<file path="src/rtl/ptp_tod_pkg.sv">
// Package: shared register addresses, widths and the per-speed default
// increment table for the nanosecond time counter.
package ptp_tod_pkg;
    localparam int WORD_W = 32;
    localparam int FRAC_W = 32;
    localparam int NS_W   = 64;

    typedef enum logic [2:0] {
        ADR_CTRL   = 3'd0,
        ADR_TLO    = 3'd1,
        ADR_THI    = 3'd2,
        ADR_IFRAC  = 3'd3,
        ADR_IINT   = 3'd4
    } reg_addr_e;

    // Default increment {integer[31:0], fraction[31:0]} per link speed code
    function automatic logic [63:0] speed_default(input logic [1:0] code);
        case (code)
            2'd0:    return 64'h0000_0001_9999_9999; // 1.6 ns
            2'd1:    return 64'h0000_0003_3333_3333; // 3.2 ns
            2'd2:    return 64'h0000_0020_0000_0000; // 32 ns
            default: return 64'h0;                   // stopped
        endcase
    endfunction
endpackage

</file>
<file path="src/rtl/ptp_tod_regs.sv">
// Register front end: decodes the bus, stages low words, keeps the upper
// time shadow captured by a low-word read and registers read data.
// Assumes reg_wr and reg_rd are not asserted together.
module ptp_tod_regs
    import ptp_tod_pkg::*;
#(
    parameter int INT_W = 8
) (
    input  logic              clk,
    input  logic              rst_n,
    input  logic              wr,
    input  logic              rd,
    input  logic [2:0]        addr,
    input  logic [WORD_W-1:0] wdata,
    input  logic [NS_W-1:0]   live_ns,
    input  logic [INT_W-1:0]  inc_int,
    input  logic [FRAC_W-1:0] inc_frac,
    output logic [WORD_W-1:0] rdata,
    output logic              en,
    output logic              time_ld,
    output logic [NS_W-1:0]   time_ld_val,
    output logic              inc_ld,
    output logic [INT_W-1:0]  inc_ld_int,
    output logic [FRAC_W-1:0] inc_ld_frac
);
    logic [WORD_W-1:0] stage_tlo;
    logic [FRAC_W-1:0] stage_ifrac;
    logic [WORD_W-1:0] shadow_hi;
    logic              rd_tlo;

    assign rd_tlo      = rd && (addr == ADR_TLO);
    assign time_ld     = wr && (addr == ADR_THI);
    assign time_ld_val = {wdata, stage_tlo};
    assign inc_ld      = wr && (addr == ADR_IINT);
    assign inc_ld_int  = wdata[INT_W-1:0];
    assign inc_ld_frac = stage_ifrac;

    // Control word: enable bit
    always_ff @(posedge clk) begin
        if (!rst_n)                          en <= 1'b0;
        else if (wr && addr == ADR_CTRL)     en <= wdata[0];
    end

    // Staging registers for the low words
    always_ff @(posedge clk) begin
        if (!rst_n) begin
            stage_tlo   <= '0;
            stage_ifrac <= '0;
        end else if (wr) begin
            if (addr == ADR_TLO)   stage_tlo   <= wdata;
            if (addr == ADR_IFRAC) stage_ifrac <= wdata;
        end
    end

    // Upper time shadow captured by a low-word read
    always_ff @(posedge clk) begin
        if (!rst_n)      shadow_hi <= '0;
        else if (rd_tlo) shadow_hi <= live_ns[NS_W-1:WORD_W];
    end

    // Registered read data mux
    always_ff @(posedge clk) begin
        if (!rst_n) rdata <= '0;
        else if (rd) begin
            case (addr)
                ADR_CTRL:  rdata <= {{(WORD_W-1){1'b0}}, en};
                ADR_TLO:   rdata <= live_ns[WORD_W-1:0];
                ADR_THI:   rdata <= shadow_hi;
                ADR_IFRAC: rdata <= inc_frac;
                ADR_IINT:  rdata <= WORD_W'(inc_int);
                default:   rdata <= '0;
            endcase
        end
    end

    AST_SHADOW_ONLY_ON_LO_READ: assert property (@(posedge clk) disable iff (!rst_n)
        !rd_tlo |=> $stable(shadow_hi));
endmodule

</file>
<file path="src/rtl/ptp_tod_incr.sv">
// Active increment register: loaded from a committed bus write or from the
// per-speed default table; a bus commit wins over a speed load.
module ptp_tod_incr
    import ptp_tod_pkg::*;
#(
    parameter int INT_W = 8
) (
    input  logic              clk,
    input  logic              rst_n,
    input  logic              bus_ld,
    input  logic [INT_W-1:0]  bus_int,
    input  logic [FRAC_W-1:0] bus_frac,
    input  logic              spd_ld,
    input  logic [1:0]        spd_code,
    output logic [INT_W-1:0]  inc_int,
    output logic [FRAC_W-1:0] inc_frac
);
    localparam logic [63:0] RST_INC = speed_default(2'd0);
    logic [63:0] dflt;

    assign dflt = speed_default(spd_code);

    // Increment update: bus commit, else speed default, else hold
    always_ff @(posedge clk) begin
        if (!rst_n) begin
            inc_int  <= RST_INC[FRAC_W +: INT_W];
            inc_frac <= RST_INC[FRAC_W-1:0];
        end else if (bus_ld) begin
            inc_int  <= bus_int;
            inc_frac <= bus_frac;
        end else if (spd_ld) begin
            inc_int  <= dflt[FRAC_W +: INT_W];
            inc_frac <= dflt[FRAC_W-1:0];
        end
    end

    AST_INC_HOLDS: assert property (@(posedge clk) disable iff (!rst_n)
        (!bus_ld && !spd_ld) |=> ($stable(inc_int) && $stable(inc_frac)));
endmodule

</file>
<file path="src/rtl/ptp_tod_accum.sv">
// Time accumulator: whole nanoseconds plus a hidden fraction; adds the
// increment each enabled cycle; a commit loads the time and clears the fraction.
// Assumes the time never comes within one increment of the 64-bit limit.
module ptp_tod_accum
    import ptp_tod_pkg::*;
#(
    parameter int INT_W = 8
) (
    input  logic              clk,
    input  logic              rst_n,
    input  logic              en,
    input  logic              ld,
    input  logic [NS_W-1:0]   ld_val,
    input  logic [INT_W-1:0]  inc_int,
    input  logic [FRAC_W-1:0] inc_frac,
    output logic [NS_W-1:0]   ns
);
    logic [FRAC_W-1:0] frac;
    logic [FRAC_W:0]   frac_sum;
    logic [NS_W-1:0]   ns_next;

    assign frac_sum = {1'b0, frac} + {1'b0, inc_frac};
    assign ns_next  = ns + NS_W'(inc_int) + NS_W'(frac_sum[FRAC_W]);

    // Time and fraction update: commit first, then advance
    always_ff @(posedge clk) begin
        if (!rst_n) begin
            ns   <= '0;
            frac <= '0;
        end else if (ld) begin
            ns   <= ld_val;
            frac <= '0;
        end else if (en) begin
            ns   <= ns_next;
            frac <= frac_sum[FRAC_W-1:0];
        end
    end

    AST_HOLD_WHEN_OFF: assert property (@(posedge clk) disable iff (!rst_n)
        (!en && !ld) |=> ($stable(ns) && $stable(frac)));
    AST_ZERO_INC_FROZEN: assert property (@(posedge clk) disable iff (!rst_n)
        (en && !ld && inc_int == '0 && inc_frac == '0) |=> $stable(ns));
    AST_COMMIT_LOADS: assert property (@(posedge clk) disable iff (!rst_n)
        ld |=> (ns == $past(ld_val) && frac == '0));
    AST_NO_BACKWARD: assert property (@(posedge clk) disable iff (!rst_n)
        (en && !ld) |=> (ns >= $past(ns)));
endmodule

</file>
<file path="src/rtl/ptp_tod_counter.sv">
// Top: 64-bit nanosecond time-of-day counter with fractional increment,
// 32-bit register port and link-speed default increment loading.
module ptp_tod_counter
    import ptp_tod_pkg::*;
#(
    parameter int INT_W = 8
) (
    input  logic        clk,
    input  logic        rst_n,
    input  logic        reg_wr,
    input  logic        reg_rd,
    input  logic [2:0]  reg_addr,
    input  logic [31:0] reg_wdata,
    output logic [31:0] reg_rdata,
    input  logic        speed_load,
    input  logic [1:0]  speed_code
);
    logic              en, time_ld, inc_ld;
    logic [NS_W-1:0]   ns, time_ld_val;
    logic [INT_W-1:0]  inc_int, inc_ld_int;
    logic [FRAC_W-1:0] inc_frac, inc_ld_frac;

    ptp_tod_regs #(.INT_W(INT_W)) u_regs (
        .clk(clk), .rst_n(rst_n), .wr(reg_wr), .rd(reg_rd), .addr(reg_addr),
        .wdata(reg_wdata), .live_ns(ns), .inc_int(inc_int), .inc_frac(inc_frac),
        .rdata(reg_rdata), .en(en), .time_ld(time_ld), .time_ld_val(time_ld_val),
        .inc_ld(inc_ld), .inc_ld_int(inc_ld_int), .inc_ld_frac(inc_ld_frac)
    );

    ptp_tod_incr #(.INT_W(INT_W)) u_incr (
        .clk(clk), .rst_n(rst_n), .bus_ld(inc_ld), .bus_int(inc_ld_int),
        .bus_frac(inc_ld_frac), .spd_ld(speed_load), .spd_code(speed_code),
        .inc_int(inc_int), .inc_frac(inc_frac)
    );

    ptp_tod_accum #(.INT_W(INT_W)) u_accum (
        .clk(clk), .rst_n(rst_n), .en(en), .ld(time_ld), .ld_val(time_ld_val),
        .inc_int(inc_int), .inc_frac(inc_frac), .ns(ns)
    );

    AST_RD_WR_EXCLUSIVE: assert property (@(posedge clk) disable iff (!rst_n)
        !(reg_rd && reg_wr));
endmodule

</file>
<file path="config.mk">
export PLATFORM = sky130hd
export DESIGN_NAME = ptp_tod_counter
export DESIGN_NICKNAME = d
export VERILOG_FILES = /design/src/rtl/ptp_tod_pkg.sv /design/src/rtl/ptp_tod_regs.sv /design/src/rtl/ptp_tod_incr.sv /design/src/rtl/ptp_tod_accum.sv /design/src/rtl/ptp_tod_counter.sv
export SDC_FILE = /design/constraint.sdc
export NUM_CORES = 1
export LEC_CHECK = 0
export CORE_AREA = 2 2 159 161
export CTS_CLUSTER_DIAMETER = 60
export CTS_CLUSTER_SIZE = 24
export DETAILED_ROUTE_END_ITERATION = 16
export DIE_AREA = 0 0 161 163
export GPL_TIMING_DRIVEN = 0
export PLACE_DENSITY = 0.8
export SYNTH_ARGS = -nofsm -noshare
export SYNTH_HDL_FRONTEND = slang
export SYNTH_SLANG_ARGS = --single-unit
</file>
<file path="constraint.sdc">
create_clock -name clk -period 7.8 [get_ports clk]
set_clock_uncertainty 0.15 [all_clocks]
set_input_delay 1.95 -clock clk [delete_from_list [all_inputs] [get_ports clk]]
set_output_delay 1.95 -clock clk [all_outputs]
set_load 0.1 [all_outputs]
</file>
==> out/results.ini, run 1 <==
[outcome]
status=completed

[placement]
dp.final_hpwl_um=31500
io_buffer_count=71
post_dp_cell_area_mm2=0.0141
place_congestion=0.946

[clock_network]
htree_levels=1
cts_setup_buffers=0
cts-buffers-inserted=24
clk_path_buf_depth=3
cts_tree=done
cts_hold_repair.buffers=0
cts_resized=0
clock-sinks=265
path_clk_slew_ns=0.09
clock_latency_ns=0.56
cts-root-buf=clkbuf_16

[global_routing]
grt-ovfl-total=0
grt_pass1_wl_um=63000
grt_max_degree=25
antenna_found_initial=0
track_usage_pct=30.6
first_global_vias=11700

[power]
finalPower_w=0.00299
p_leak_nw=5.33
vdd_drop_max_v=0.000180
pwr_density_cell_mw_per_mm2=200

[detailed_routing]
drt-initial-drc-count=1483
ant_nets=0
route.detailed.wl_per_inst_um=19.8
wirelength_um=41000
drt-pass1-iter-count=8
vias=12400
drcViolationCount=0
viasPerCell=5.96

[yosys]
synth_top_area_cell=dfxtp_1
synth_area_leaders=dfxtp_1 (41%), a21oi_1 (9.3%), nand2_1 (7.7%)
synthesis.nets=1712
synth_cell_types=61
ys_async_sr_fraction_pct=0
yosysTopAreaCellShare_pct=40.9
avgSynthCellArea_um2=7.97
yosysWarnings=0
synth_cells=1628
synthTopCellsByCount=nand2_1 (267), dfxtp_1 (265), a21oi_1 (241)
syn_area_mm2=0.0130
synth_seq_area_share_pct=40.9
synth.most_common_cell=nand2_1
synth_seq_cells=265
ys.flop_type=dfxtp_1
synth_edf_count=0

[floorplanning]
dieHeight_um=163
ios=74
rows=58
core-area_mm2=0.0247
die_w_um=161
die-area_mm2=0.0262
start_util_pct=52.6

[job]
maxCapViolations=0

[timing]
min_period_ns=6.43
rsz0062_at_grt=no
setup_viol=0
timing.final.crit_share_pct=82.5
slew_violations=0
max_slew_margin_pct=32.6
hold_viol=0
fmax_ghz=0.155
whs_ns=0.306
tightestPinTransition_ns=1.01
setup_tns_ns=0

[layout]
antennaDiodeCount=0
design_area_mm2=0.0150
synthToLayoutAreaGrowth_pct=15.3
layout-drive-gt1-share_pct=4.82
nets=1809
postLayoutCoreUtil_pct=60.7

[setup_path]
required_ns=8.13
critPathArrivalTime_ns=6.76
rr_worst_depth=19
startpoint_type=flop
cp_max_fo=10
endpoint_kind=flop
path_class=flop to flop

[min_path]
hold_depth=2
hp-class=flop to flop

## power breakdown
group | switching [W] | total (W) | leakage [nW] | internal (W)
registers | 0.0000389 | 0.00143 | 2.15 | 0.00139
clock network | 0.000656 | 0.00128 | 0.419 | 0.000627
logic | 0.000189 | 0.000284 | 2.77 | 0.0000950
## cells in the final DEF, fill, tap and decap left out, drive strengths merged, types with 19 or more instances in the layout
master         count
nor3              19
nor2             154
xnor2             46
a211oi            25
and3              46
mux2              25
nand4             25
inv               27
dfxtp            265
nand2            267
o21ai             94
ha                39
mux2i             25
a22oi             33
xor2              39
clkdlybuf4s50     71
clkbuf           127
a21oi            241
nand3             37
## state kept, by name, indices dropped and copies added, names as in the netlist
name and count:
u_regs.shadow_hi 32, u_incr.inc_frac 32, u_regs.inc_ld_frac 32, u_regs.en 1
u_accum.frac 32, u_regs.rdata 32, u_accum.ns 64, u_incr.inc_int 8
u_regs.stage_tlo 32
## worst max-delay path, stage by stage, from the launching register on
cell      delay, ns
dfxtp_1        0.35
ha_1           0.24
fa_1           0.41
a21o_1         0.19
a221oi_1       0.52
nor4_1         0.13
nor2_1         0.33
o31ai_1        0.20
o41ai_1        0.56
o31ai_1        0.15
a21oi_1        0.44
fa_1           0.31
nor2b_1        0.06
o21a_1         0.23
o21ai_0        0.61
a211oi_1       0.37
clkbuf_1       0.40
and3_1         0.31
xnor2_1        0.13
a211oi_1       0.24
## metrics by stage
step	instances	setup WS [ns]
after floorplan	1628	3.10
after global placement	2029	1.55
after detailed placement	2029	1.47
after CTS	2073	1.44
after global routing	2073	1.10
final	2073	1.37
## path summary, 6_finish.rpt
path / startpoint / to / slack, ns
worst max-delay path: u_incr.inc_frac[0] / u_accum.ns[15] / 1.37
worst min-delay path: u_regs.stage_tlo[28] / u_regs.stage_tlo[28] / 0.31
worst max register to register: u_incr.inc_frac[0] / u_accum.ns[15] / 1.37
worst min register to register: u_regs.stage_tlo[28] / u_regs.stage_tlo[28] / 0.31
## routing by layer
layer,share of wire [%],GRT usage [%]
met1,41,40.2
met2,45,50.6
met3,9.6,4.30
met5,0,0
met4,4.5,12.8
## layout make-up
| cell class | count | area (um^2) |
|---|---|---|
| inverters | 16 | 60.1 |
| flip-flops and latches | 265 | 5310 |
| fillers | 2236 | 9700 |
| clock buffers | 24 | 601 |
| repair buffers | 71 | 711 |
| multi-input cells | 1236 | 7190 |
| clock inverters | 20 | 264 |
| well taps | 330 | 413 |
| plain buffers | 111 | 424 |
## cell families after synthesis
| logic type | count (synthesis) | synth area share, % |
|---|---|---|
| AND/OR/NAND/NOR | 587 | 20.1 |
| AO/OA/AOI/OAI | 472 | 21.2 |
| flip-flops | 265 | 40.9 |
| buffers and inverters | 127 | 3.73 |
| XOR/XNOR | 85 | 5.73 |
| multiplexers | 50 | 4.10 |
| adder cells (fa/ha/maj) | 42 | 4.22 |
Power figures use the tool's default switching activity.
==> run 2: changes to the inputs <==
==> constraint.sdc (replaced) <==
create_clock -name clk -period 6.3 [get_ports clk]
set_clock_uncertainty 0.15 [all_clocks]
set_input_delay 1.575 -clock clk [delete_from_list [all_inputs] [get_ports clk]]
set_output_delay 1.575 -clock clk [all_outputs]
set_load 0.1 [all_outputs]
==> out/results.ini, run 2 (synthesis gave the netlist of run 1 again) <==
[timing]
tightestPinTransition_ns=1.01  ; about the same
rsz0062_at_grt=no  ; unchanged
setup_slack_ns=0.295  ; was 1.37 ns
slew_violations=0  ; unchanged
max_slew_margin_pct=32.5  ; was 32.6%
fmax_ghz=0.167  ; was 0.155 GHz
setup_tns_ns=0  ; unchanged
setup_viol=0  ; unchanged
timing.final.crit_share_pct=95.3  ; was 82.5%
min_period_ns=6.00  ; was 6.43 ns
hold_viol=0  ; unchanged

[job]
maxCapViolations=0  ; unchanged

[layout]
nets=1809  ; unchanged
largest_register=u_accum.ns  ; unchanged
filler_cell_count=2234  ; was 2236
final_common_cell=nand2_1  ; unchanged
largest_reg_flops=64  ; unchanged
final_cell_mix=nand2_1 (267), dfxtp_1 (265), a21oi_1 (241)  ; unchanged
synthToLayoutAreaGrowth_pct=15.4  ; was 15.3%
layout-drive-gt1-share_pct=4.88  ; was 4.82%
fin_cells=2073  ; unchanged
postLayoutCoreUtil_pct=60.7  ; about the same
antennaDiodeCount=0  ; unchanged

[setup_path]
cp_max_fo=10  ; unchanged
startpoint_type=flop  ; unchanged
required_ns=6.57  ; was 8.13 ns
endpoint_kind=flop  ; unchanged
r2r_slack_ns=0.30  ; was 1.37 ns
critPathArrivalTime_ns=6.27  ; was 6.76 ns
rr_startpoint=u_incr.inc_frac[0]  ; unchanged
startpoint=u_incr.inc_frac[0]  ; unchanged
path_class=flop to flop  ; unchanged

[detailed_routing]
wirelength_um=41000  ; about the same
viasPerCell=5.98  ; was 5.96
drt-initial-drc-count=1477  ; was 1483
ant_nets=0  ; unchanged
drt-pass1-iter-count=9  ; was 8
drcViolationCount=0  ; unchanged
route.detailed.wl_per_inst_um=19.8  ; about the same
vias=12400  ; about the same

[outcome]
status=completed  ; unchanged

[clock_network]
cts-buffers-inserted=24  ; unchanged
path_clk_slew_ns=0.09  ; about the same
cts-root-buf=clkbuf_16  ; unchanged
cts_tree=done  ; unchanged
htree_levels=1  ; unchanged
cts_setup_buffers=0  ; unchanged
clk_path_buf_depth=3  ; unchanged
clock-sinks=265  ; unchanged
clock_latency_ns=0.56  ; about the same
cts_hold_repair.buffers=0  ; unchanged

[global_routing]
track_usage_pct=30.6  ; unchanged
first_global_vias=11700  ; unchanged
grt-ovfl-total=0  ; unchanged
antenna_found_initial=0  ; unchanged
grt_pass1_wl_um=63000  ; unchanged
grt_max_degree=25  ; unchanged

[floorplanning]
rows=58  ; unchanged
core-area_mm2=0.0247  ; unchanged
die_w_um=161  ; unchanged
start_util_pct=52.6  ; unchanged
dieHeight_um=163  ; unchanged
ios=74  ; unchanged
die-area_mm2=0.0262  ; unchanged

[min_path]
hp-class=flop to flop  ; unchanged
hp-start=u_regs.shadow_hi[31]  ; was u_regs.stage_tlo[28]

[power]
sequentialPowerShare_pct=47.6  ; about the same
swShare_pct=29.6  ; was 29.5%
pwr-share-clk_pct=42.9  ; about the same
pwr_density_cell_mw_per_mm2=248  ; was 200 mW/mm^2
p_int_w=0.00261  ; was 0.00211 W
pwr-share-comb_pct=9.5  ; about the same
p_sw_w=0.00110  ; was 0.000884 W
p_leak_nw=5.34  ; was 5.33 nW
vdd_drop_max_v=0.000222  ; was 0.000180 V

[placement]
dp.cells=2029  ; unchanged
place_congestion=0.946  ; unchanged
dp.final_hpwl_um=31500  ; unchanged
io_buffer_count=71  ; unchanged
dp_slack_ns=-0.0265  ; was 1.47 ns

[run 2: changes by cell type in the layout (fill, tap and decap cells not counted)]
cell      previous run  this run
o21ai_0             94        93
o21ai_1              0         1
a221oi_1             3         2
a221oi_2             0         1
[run 2: power by group through the flow]
stage,logic [W],registers (W),clock network (W)
global route,0.000377,0.00177,0.00166
floorplan,0.000188,0.00182,0
CTS,0.000345,0.00176,0.00159
finish,0.000352,0.00177,0.00159
global placement,0.000337,0.00180,0
detailed placement,0.000343,0.00180,0
[run 2: cell type report]
| cell class | count | area [um^2] | area share [%] |
|---|---|---|---|
| flip-flops and latches | 265 | 5310 | 35.4 |
| clock buffers | 24 | 601 | 4.01 |
| plain buffers | 111 | 424 | 2.83 |
| clock inverters | 20 | 264 | 1.76 |
| repair buffers | 71 | 711 | 4.75 |
| inverters | 16 | 60.1 | 0.401 |
| well taps | 330 | 413 | 2.76 |
| multi-input cells | 1236 | 7200 | 48.1 |
[run 2: path summary, 6_finish.rpt]
check	cells past startpoint	to
worst max-delay path	21	u_accum.ns[24]
worst min-delay path	2	u_regs.shadow_hi[31]
worst max register to register	21	u_accum.ns[24]
worst min register to register	2	u_regs.shadow_hi[31]
[run 2: what timing repair did]
action                                  CTS  global route
gates cloned                              0             0
resized for setup                         1             1
hold endpoints to repair                  0             0
endpoints found under the setup margin    1            13
[run 2: worst max-delay path, stage by stage (launching register included)]
cell and delay, ns:
dfxtp_1 0.35, ha_1 0.24, fa_1 0.41, a21o_1 0.20, a221oi_2 0.38, nor4_1 0.11
nor2_1 0.32, o31ai_1 0.20, o41ai_1 0.54, o31ai_1 0.15, a21oi_1 0.44, fa_1 0.31
fa_1 0.24, nor2b_1 0.08, o21a_1 0.18, o21a_1 0.22, o211a_1 0.36, and2_1 0.23
clkbuf_1 0.27, nand3_1 0.18, xor2_1 0.20, a21oi_1 0.10
[run 2: per-layer routing]
| layer | up-vias | global-route usage [%] | wire length [um] | share of wire, % |
|---|---|---|---|---|
| met2 | 592 | 50.6 | 18400 | 45 |
| li1 | 5912 | - | - | - |
| met1 | 5775 | 40.2 | 16700 | 41 |
| met4 | 0 | 12.8 | 1830 | 4.5 |
| met5 | - | 0 | 0 | 0 |
| met3 | 123 | 4.30 | 4040 | 9.9 |
[run 2: per-stage QoR]
step / hold WS [ns] / total power [W] / area [um^2]
floorplan: 0.279 / 0.00201 / 13000
global placement: 0.289 / 0.00214 / 14100
detailed placement: 0.293 / 0.00214 / 14100
CTS: 0.305 / 0.00370 / 15000
global route: 0.317 / 0.00381 / 15000
finish: 0.306 / 0.00371 / 15000
